### src/rtl/i2c_rate_pkg.sv
package i2c_rate_pkg;

    // Configuration sequencer states
    typedef enum logic [1:0] {
        ST_IDLE,
        ST_DIVIDE,
        ST_NORM
    } cfg_st_e;

    // Constant added to every half period
    localparam int unsigned HALF_BASE  = 8;
    // Offset taken off the quotient
    localparam int unsigned SUB_OFFSET = 8;
    // Right shift applied per prescaler step
    localparam int unsigned NORM_SHIFT = 4;

endpackage

### src/rtl/i2c_rate_divu.sv
// Sequential restoring divider: one quotient bit per cycle.
module i2c_rate_divu #(
    parameter int W = 32
) (
    input  logic         clk,
    input  logic         rst_n,
    input  logic         start,
    input  logic [W-1:0] dividend,
    input  logic [W-1:0] divisor,
    output logic         done,
    output logic [W-1:0] quotient
);
    localparam int CNT_W = $clog2(W + 1);

    typedef struct packed {
        logic             busy;
        logic             done;
        logic [CNT_W-1:0] cnt;
        logic [W-1:0]     rem;
        logic [W-1:0]     quo;
        logic [W-1:0]     dsr;
    } div_t;

    div_t q, d;
    logic [W:0] rem_sh;
    logic [W:0] diff;

    always_comb begin
        d      = q;
        d.done = 1'b0;
        rem_sh = {q.rem, q.quo[W-1]};
        diff   = rem_sh - {1'b0, q.dsr};
        if (start) begin
            d.busy = 1'b1;
            d.cnt  = CNT_W'(W);
            d.rem  = '0;
            d.quo  = dividend;
            d.dsr  = divisor;
        end else if (q.busy) begin
            if (!diff[W]) begin
                d.rem = diff[W-1:0];
                d.quo = {q.quo[W-2:0], 1'b1};
            end else begin
                d.rem = rem_sh[W-1:0];
                d.quo = {q.quo[W-2:0], 1'b0};
            end
            d.cnt = q.cnt - 1'b1;
            if (q.cnt == CNT_W'(1)) begin
                d.busy = 1'b0;
                d.done = 1'b1;
            end
        end
    end

    always_ff @(posedge clk or negedge rst_n) begin
        if (!rst_n) q <= '0;
        else        q <= d;
    end

    assign done     = q.done;
    assign quotient = q.quo;
endmodule

### src/rtl/i2c_rate_tick.sv
// Half-period tick generator: H = HALF_BASE + div * 4^pre.
module i2c_rate_tick
    import i2c_rate_pkg::*;
#(
    parameter int DIV_W = 8,
    parameter int PRE_W = 2
) (
    input  logic             clk,
    input  logic             rst_n,
    input  logic             en,
    input  logic [DIV_W-1:0] div,
    input  logic [PRE_W-1:0] pre,
    output logic             tick,
    output logic             phase
);
    localparam int HALF_W = DIV_W + 2 * (2**PRE_W - 1) + 1;

    typedef struct packed {
        logic [HALF_W-1:0] cnt;
        logic              tick;
        logic              phase;
    } tick_t;

    tick_t q, d;
    logic [HALF_W-1:0] half;

    always_comb begin
        half = HALF_W'(HALF_BASE) + (HALF_W'(div) << {pre, 1'b0});
        d    = q;
        if (!en) begin
            d.cnt   = '0;
            d.tick  = 1'b0;
            d.phase = 1'b1;
        end else if (q.cnt == half - 1'b1) begin
            d.cnt   = '0;
            d.tick  = 1'b1;
            d.phase = ~q.phase;
        end else begin
            d.cnt  = q.cnt + 1'b1;
            d.tick = 1'b0;
        end
    end

    always_ff @(posedge clk or negedge rst_n) begin
        if (!rst_n) begin
            q       <= '0;
            q.phase <= 1'b1;
        end else begin
            q <= d;
        end
    end

    assign tick  = q.tick;
    assign phase = q.phase;
endmodule

### src/rtl/i2c_rate_cfg.sv
module i2c_rate_cfg
    import i2c_rate_pkg::*;
#(
    parameter int HZ_W  = 32,
    parameter int DIV_W = 8,
    parameter int PRE_W = 2
) (
    input  logic             clk,
    input  logic             rst_n,
    input  logic             cfg_req,
    input  logic [HZ_W-1:0]  sys_hz,
    input  logic [HZ_W-1:0]  scl_hz,
    output logic             cfg_done,
    output logic             cfg_valid,
    output logic             rate_too_low,
    output logic [DIV_W-1:0] cfg_div,
    output logic [PRE_W-1:0] cfg_pre,
    output logic             scl_tick,
    output logic             scl_phase
);
    // Widest prescaler count reachable by reducing an HZ_W-bit value
    localparam int PCNT_W = $clog2((HZ_W - DIV_W) / NORM_SHIFT + 2);
    localparam logic [HZ_W-1:0]   DIV_MAX = {{(HZ_W-DIV_W){1'b0}}, {DIV_W{1'b1}}};
    localparam logic [PCNT_W-1:0] PRE_MAX = PCNT_W'(2**PRE_W - 1);

    typedef struct packed {
        cfg_st_e           st;
        logic [HZ_W-1:0]   val;
        logic [PCNT_W-1:0] pcnt;
        logic [DIV_W-1:0]  div;
        logic [PRE_W-1:0]  pre;
        logic              low;
        logic              valid;
        logic              done;
    } cfg_t;

    cfg_t q, d;
    logic            div_done;
    logic [HZ_W-1:0] div_quo;

    i2c_rate_divu #(.W(HZ_W)) u_divu (
        .clk      (clk),
        .rst_n    (rst_n),
        .start    (cfg_req),
        .dividend (sys_hz >> 1),
        .divisor  (scl_hz),
        .done     (div_done),
        .quotient (div_quo)
    );

    always_comb begin
        d      = q;
        d.done = 1'b0;
        if (cfg_req) begin
            d.st    = ST_DIVIDE;
            d.valid = 1'b0;
            d.low   = 1'b0;
        end else begin
            unique case (q.st)
                ST_DIVIDE: begin
                    if (div_done) begin
                        d.val  = (div_quo < HZ_W'(SUB_OFFSET)) ? '0
                                                               : div_quo - HZ_W'(SUB_OFFSET);
                        d.pcnt = '0;
                        d.st   = ST_NORM;
                    end
                end
                ST_NORM: begin
                    if (q.val > DIV_MAX) begin
                        d.val  = q.val >> NORM_SHIFT;
                        d.pcnt = q.pcnt + 1'b1;
                    end else begin
                        d.div   = q.val[DIV_W-1:0];
                        d.pre   = q.pcnt[PRE_W-1:0];
                        d.low   = (q.pcnt > PRE_MAX);
                        d.valid = 1'b1;
                        d.done  = 1'b1;
                        d.st    = ST_IDLE;
                    end
                end
                default: ;
            endcase
        end
    end

    always_ff @(posedge clk or negedge rst_n) begin
        if (!rst_n) begin
            q    <= '0;
            q.st <= ST_IDLE;
        end else begin
            q <= d;
        end
    end

    i2c_rate_tick #(.DIV_W(DIV_W), .PRE_W(PRE_W)) u_tick (
        .clk   (clk),
        .rst_n (rst_n),
        .en    (q.valid && !q.low),
        .div   (q.div),
        .pre   (q.pre),
        .tick  (scl_tick),
        .phase (scl_phase)
    );

    assign cfg_done     = q.done;
    assign cfg_valid    = q.valid;
    assign rate_too_low = q.low;
    assign cfg_div      = q.div;
    assign cfg_pre      = q.pre;
endmodule

### config.mk
export PLATFORM = sky130hd
export DESIGN_NAME = i2c_rate_cfg
export DESIGN_NICKNAME = d
export VERILOG_FILES = /design/src/rtl/i2c_rate_pkg.sv /design/src/rtl/i2c_rate_divu.sv /design/src/rtl/i2c_rate_tick.sv /design/src/rtl/i2c_rate_cfg.sv
export SDC_FILE = /design/constraint.sdc
export NUM_CORES = 1
export LEC_CHECK = 0
export ABC_AREA = 1
export CAP_MARGIN = 0
export CORE_ASPECT_RATIO = 0.8
export CORE_MARGIN = 5
export CORE_UTILIZATION = 42
export CTS_CLUSTER_SIZE = 25
export DETAILED_ROUTE_END_ITERATION = 10
export HOLD_SLACK_MARGIN = 0.08
export RECOVER_POWER = 100
export SLEW_MARGIN = 20
export SYNTH_ARGS = -nofsm -noshare
export SYNTH_HDL_FRONTEND = slang
export SYNTH_SLANG_ARGS = --single-unit
### constraint.sdc
create_clock -name clk -period 3.04 [get_ports clk]
set_input_delay 0.456 -clock clk [delete_from_list [all_inputs] [get_ports clk]]
set_output_delay 0.456 -clock clk [all_outputs]
set_load 0.01 [all_outputs]
# Yosys cells after proc, flatten, opt, wreduce, memory -nomap -nowiden
# Index checks and enable logic that the tools add are counted.
# Widths: inputs -> output; s select.
dict set report totals {
  reg_bits 171
  input_bits 67
  out_inout_bits 15
  elab_cells 70
}
dict set report op_classes {
  add_sub_neg 7
  magnitude_cmp 3
  n_eq_ne 10
  shifts 1
  n_mux 19
  n_bitwise 3
  reduce_logical 10
}
# operator n
set op_table {}
lappend op_table {{$pmux 37 s2} 1}
lappend op_table {{$mux 72} 1}
lappend op_table {{$mux 70} 1}
lappend op_table {{$mux 64} 1}
lappend op_table {{$mux 37} 1}
lappend op_table {{$mux 35} 1}
lappend op_table {{$sub 33x32->33} 1}
lappend op_table {{$gt 32x8->1 const B} 1}
lappend op_table {{$lt 32x4->1 const B} 1}
lappend op_table {{$mux 32} 1}
lappend op_table {{$sub 32x4->32 const B} 1}
lappend op_table {{$mux 17} 1}
lappend op_table {{$mux 16} 1}
lappend op_table {{$add 15x1->15 const B} 1}
lappend op_table {{$add 4x15->15 const A} 1}
lappend op_table {{$eq 15x15->1} 1}
lappend op_table {{$shl 8x3->15} 1}
lappend op_table {{$sub 15x1->15 const B} 1}
lappend op_table {{$mux 2} 4}
lappend op_table {{$eq 6x1->1 const B} 1}
lappend op_table {{$mux 3} 2}
lappend op_table {{$ne 2x2->1 const B} 3}
lappend op_table {{$reduce_and 3->1} 2}
lappend op_table {{$reduce_bool 2->1} 3}
lappend op_table {{15 further kinds} 20}

# Logic depth before layout (Yosys ltp)
dict set report depth {
  ltp_word 6
  mapped_depth 21
  mapped_depth_nobuf 20
}

# By module
# From an unflattened synthesis, not the netlist that was laid out.
dict set report hier_totals {
  hier_cells 1964
  hier_area_um2 12703.4
}
# mod n_inst cells_per_inst area_each_um2 seq_area_each_um2
set by_module_without_submodules {}
lappend by_module_without_submodules {i2c_rate_divu 1 1187 7712.4 2602.5}
lappend by_module_without_submodules {i2c_rate_cfg 1 499 3328.2 1251.2}
lappend by_module_without_submodules {i2c_rate_tick 1 278 1662.8 426.7}

# Least setup slack after synthesis
# OpenSTA, ideal clock, no wires.
dict set report synth_timing {
  path_kind {register -> register}
  startpoint {reg u_divu.q, in the netlist u_divu.quotient[31]}
  endpoint {reg u_divu.q[77] (netlist name)}
  setup_time_ns 0.118
  arrival_ns 2.326
  required_ns 2.922
  slack_ns 0.596
  path_stages_with_launch 22
  path_buffers 1
  synth_period_minus_slack_ns 2.444
  cell_sequence {dfrtp_1 -> inv_1 -> ha_1 -> inv_1 -> fa_1 -> nand3_1 -> nand2_1 -> nand2_1 -> nand2_2 -> nand2_1 -> nand2_1 -> nand2_1 -> nand2_2 -> nand2_1 -> nand2_1 -> nand2_1 -> nand2_2 -> inv_2 -> buf_2 -> nand2_1 -> nand3_1 -> nand2_1}
}
dict set report synth_between {
  elab_chain_len 4
}
# item line
set synth_lines {}
lappend synth_lines {{start, declared} i2c_rate_divu.sv:24} ;# div_t q, d;
lappend synth_lines {{start signal, assigned} i2c_rate_divu.sv:56} ;# if (!rst_n) q <= '0;
lappend synth_lines {{start signal, assigned} i2c_rate_divu.sv:57} ;# else q <= d;
lappend synth_lines {{$sub 33x32->33} i2c_rate_divu.sv:32} ;# diff = rem_sh - {1'b0, q.dsr};
lappend synth_lines {{$mux 64} i2c_rate_divu.sv:40} ;# if (!diff[W]) begin
lappend synth_lines {{$mux 72} i2c_rate_divu.sv:39} ;# end else if (q.busy) begin
lappend synth_lines {{$mux 70} i2c_rate_divu.sv:33} ;# if (start) begin
# No other way between the ends. The select of a mux whose other input is x is not followed.
# A chain may end at the register's enable or synchronous reset.

# Worst setup path after layout
dict set report layout_timing {
  startpoint {reg u_divu.q, in the netlist u_divu.quotient[31]}
  endpoint {reg u_divu.q[95] (netlist name)}
}
# The elaborated chain is that of the path after synthesis.

==> flow_metrics.env <==
export IMPL_status="completed"
export IMPL_min_path_cells=2
export IMPL_yosysWarnings=0
export IMPL_die_area_um2=29400
export IMPL_ys_seq_area_frac=0.392
export IMPL_grt_antenna_before_repair=0
export IMPL_numCtsBuffers=17
export IMPL_r2r_cells=19
export IMPL_p_int_uw=5390
export IMPL_core_um2=25400
export IMPL_diodes=0
export IMPL_combPwrFrac=0.387
export IMPL_timing_final_ws_setup_ns=0.269
export IMPL_critPathLaunch="u_divu.quotient[31]"
export IMPL_netSwitchingFraction=0.398
export IMPL_placed_cells=1896
export IMPL_clkPwrFrac=0.273
export IMPL_stdcell_count=1929
export IMPL_drt_iter0_drc=672
export IMPL_syn_nets=1612
export IMPL_clkTransAtPathRegs_ns=0.07
export IMPL_syn_to_final_growth_pct=15.2
export IMPL_pre_cts_ws_ns=0.295
export IMPL_synth_seq_cells=171
export IMPL_rows=52
export IMPL_ys_types=48
export IMPL_grt_total_usage=0.202
export IMPL_firstDrtPassIters=5
export IMPL_synth_most_common_cell="nand2_1"
export IMPL_critPathCaptureType="flip-flop"
export IMPL_async_reset_ff_frac=1.00
export IMPL_wl_per_cell_um=14.9
export IMPL_gr_total_overflow=0
export IMPL_syn_area_um2=10900
export IMPL_fin_area_um2=12600
export IMPL_synth_edff_count=0
export IMPL_htreeDepth=4
export IMPL_skew_ns=0.0126
export IMPL_root_buffer="clkbuf_16"
export IMPL_gp_congestion=0.895
export IMPL_postCtsSetupBuffers=0
export IMPL_grt_max_degree=81
export IMPL_synth_top_area_cell="dfrtp_1"
export IMPL_fillers=2557
export IMPL_synth_area_leaders="dfrtp_1, nand2_1, inv_1"
export IMPL_setup_viol=0
export IMPL_dp_hpwl_mm=21.2
export IMPL_arrival_ns=3.10
export IMPL_p_total_uw=8960
export IMPL_grt_pass1_vias=9533
export IMPL_pin_count=82
export IMPL_reg2reg_from="u_divu.quotient[31]"
export IMPL_clock_path_buffers=2
export IMPL_dpl_instance_area_um2=12000
export IMPL_fin_nets=1672
export IMPL_fin_crit_ns=2.77
export IMPL_yosys_top_cells_count="nand2_1, inv_1, dfrtp_1"
export IMPL_r2r_end="u_divu.q[95]"
export IMPL_slew_violations=0
export IMPL_grt_pass1_wl_mm=48.7
export IMPL_syn_inst=1505
export IMPL_fmax_ghz=0.361
export IMPL_syn_area_per_cell_um2=7.26
export IMPL_seq_area_um2=4280
export IMPL_critical_path_class="reg -> reg"
export IMPL_max_slew_worst_pin_slew_ns=1.39
export IMPL_via_per_inst=5.07
export IMPL_drt_wl_total_mm=28.8
export IMPL_clock_sinks=171
export IMPL_synthFlopType="dfrtp_1"
export IMPL_tritoncts="done"
export IMPL_ant_nets=0
export IMPL_worstSetupStartpointType="flip-flop"
export IMPL_rsz0062_at_grt="false"
export IMPL_cp_required_ns=3.37
export IMPL_hold_viol_final=0
export IMPL_multiInputGateArea_um2=5480
export IMPL_drc=0
export IMPL_initial_core_util=0.430
export IMPL_seq_power_share=0.340
export IMPL_tns_ns=0
export IMPL_maxCapViolCount=0
export IMPL_slew_headroom=0.0743
export IMPL_regToRegSetupSlack_ns=0.27
export IMPL_p_sw_uw=3560
export IMPL_power_density_nw_per_um2=711
export IMPL_drive_gt1_frac=0.0570
export IMPL_die_h_um=154
export IMPL_period_share=0.911
export IMPL_p_leak_uw=0.00610
export IMPL_io_buffers=80
export IMPL_crit_end="u_divu.q[95]"
export IMPL_synthDominantCellAreaShare=0.389
export IMPL_irDropWorstVdd_v=0.000440
export IMPL_hold_path_class="reg -> reg"
export IMPL_die_w_um=190
export IMPL_insertion_delay_ns=0.44
export IMPL_vias=9778
export IMPL_cp_max_fo=27
## layer usage
metal,global-route usage,up-vias,wire (um),share of wire
met3,0.0424,19,1450,0.050
met5,0,-,0,0
met2,0.286,239,11600,0.40
met1,0.316,4554,15500,0.54
li1,-,4966,-,-
met4,0.0472,0,295,0.010
## what timing repair did
item,in CTS,in global routing
endpoints found under the hold margin,48,0
endpoints found under the setup margin,0,3
hold buffers,1,0
gates resized for setup,0,3
## worst max-delay path, stage by stage, from the launching register on
cell	delay (ns)
dfrtp_1	0.40
inv_1	0.08
ha_1	0.15
inv_1	0.07
fa_1	0.40
nand3_1	0.10
nand2_1	0.08
nand2_1	0.08
nand2_2	0.08
nand2_1	0.07
nand2_1	0.13
nand2_1	0.11
nand2_2	0.07
nand2_1	0.08
nand3b_1	0.09
nand2_2	0.10
buf_4	0.31
o21ai_0	0.13
nand2_1	0.07
nand2_1	0.04
## sequential cells by signal (all words and copies together) (netlist names), 2 cells and up
register and cells:
cfg_pre 2, u_divu.q 71, u_tick.q 15, u_divu.quotient 32, q 37, cfg_div 8
## cells in the final DEF (no fill, tap or decap), types with 11 or more instances in the layout
cell | Yosys | layout
dfrtp_1 | 170 | 170
nand2_1 | 388 | 390
o21ai_0 | 123 | 122
clkbuf_16 | 0 | 17
nand3_1 | 98 | 98
xnor2_1 | 16 | 16
nor2_1 | 127 | 132
dlygate4sd3_1 | 0 | 15
xor2_1 | 39 | 39
nand4_1 | 18 | 18
nor3_1 | 18 | 18
clkdlybuf4s50_1 | 0 | 64
ha_1 | 39 | 39
inv_1 | 206 | 207
a22oi_1 | 32 | 32
nand2_2 | 12 | 11
a21oi_1 | 71 | 71
## through the flow
step                       util  hold slack, ns
after floorplan               -           0.160
after global placement    0.472           0.435
after detailed placement  0.472           0.429
after CTS                 0.498           0.451
after global routing      0.495           0.505
final                     0.495           0.483
## logic make-up (layout without fill, tap and decap cells)
logic type | after synthesis | count (layout) | share of synthesized area
buf+inv | 274 | 347 | 0.105
fa+ha+maj | 40 | 40 | 0.0465
xor+xnor | 56 | 56 | 0.0461
compound gates | 271 | 271 | 0.142
flops | 171 | 171 | 0.392
simple gates | 693 | 693 | 0.269
## area by class of cell
class                           instances  share of cell area
Clock buffer                           17              0.0338
Clock inverter                         15              0.0179
Inverter                              215              0.0641
Multi-Input combinational cell       1060               0.435
Sequential cell                       171               0.340
Tap cell                              351              0.0349
Timing Repair Buffer                  100              0.0741
## power by group through the flow
stage | Clock (uW) | Combinational, uW | Sequential (uW)
floorplan | 0 | 2590 | 2990
global placement | 0 | 3390 | 3070
detailed placement | 0 | 3430 | 3080
CTS | 2520 | 3450 | 3040
global route | 2610 | 3960 | 3110
finish | 2450 | 3460 | 3040
## worst min path at each step
stage | to | start | slack, ns
4_1_cts | q[48] | cfg_req | 0.45
6_report | u_divu.q[0] | u_divu.q[0] | 0.48
3_3_place_gp | u_divu.q[10] | rst_n | 0.44
5_1_grt | u_divu.q[100] | u_divu.q[100] | 0.50
3_5_place_dp | u_divu.q[10] | rst_n | 0.43
2_1_floorplan | cfg_div[0] | rst_n | 0.16
(Power assumes the default switching activity.)
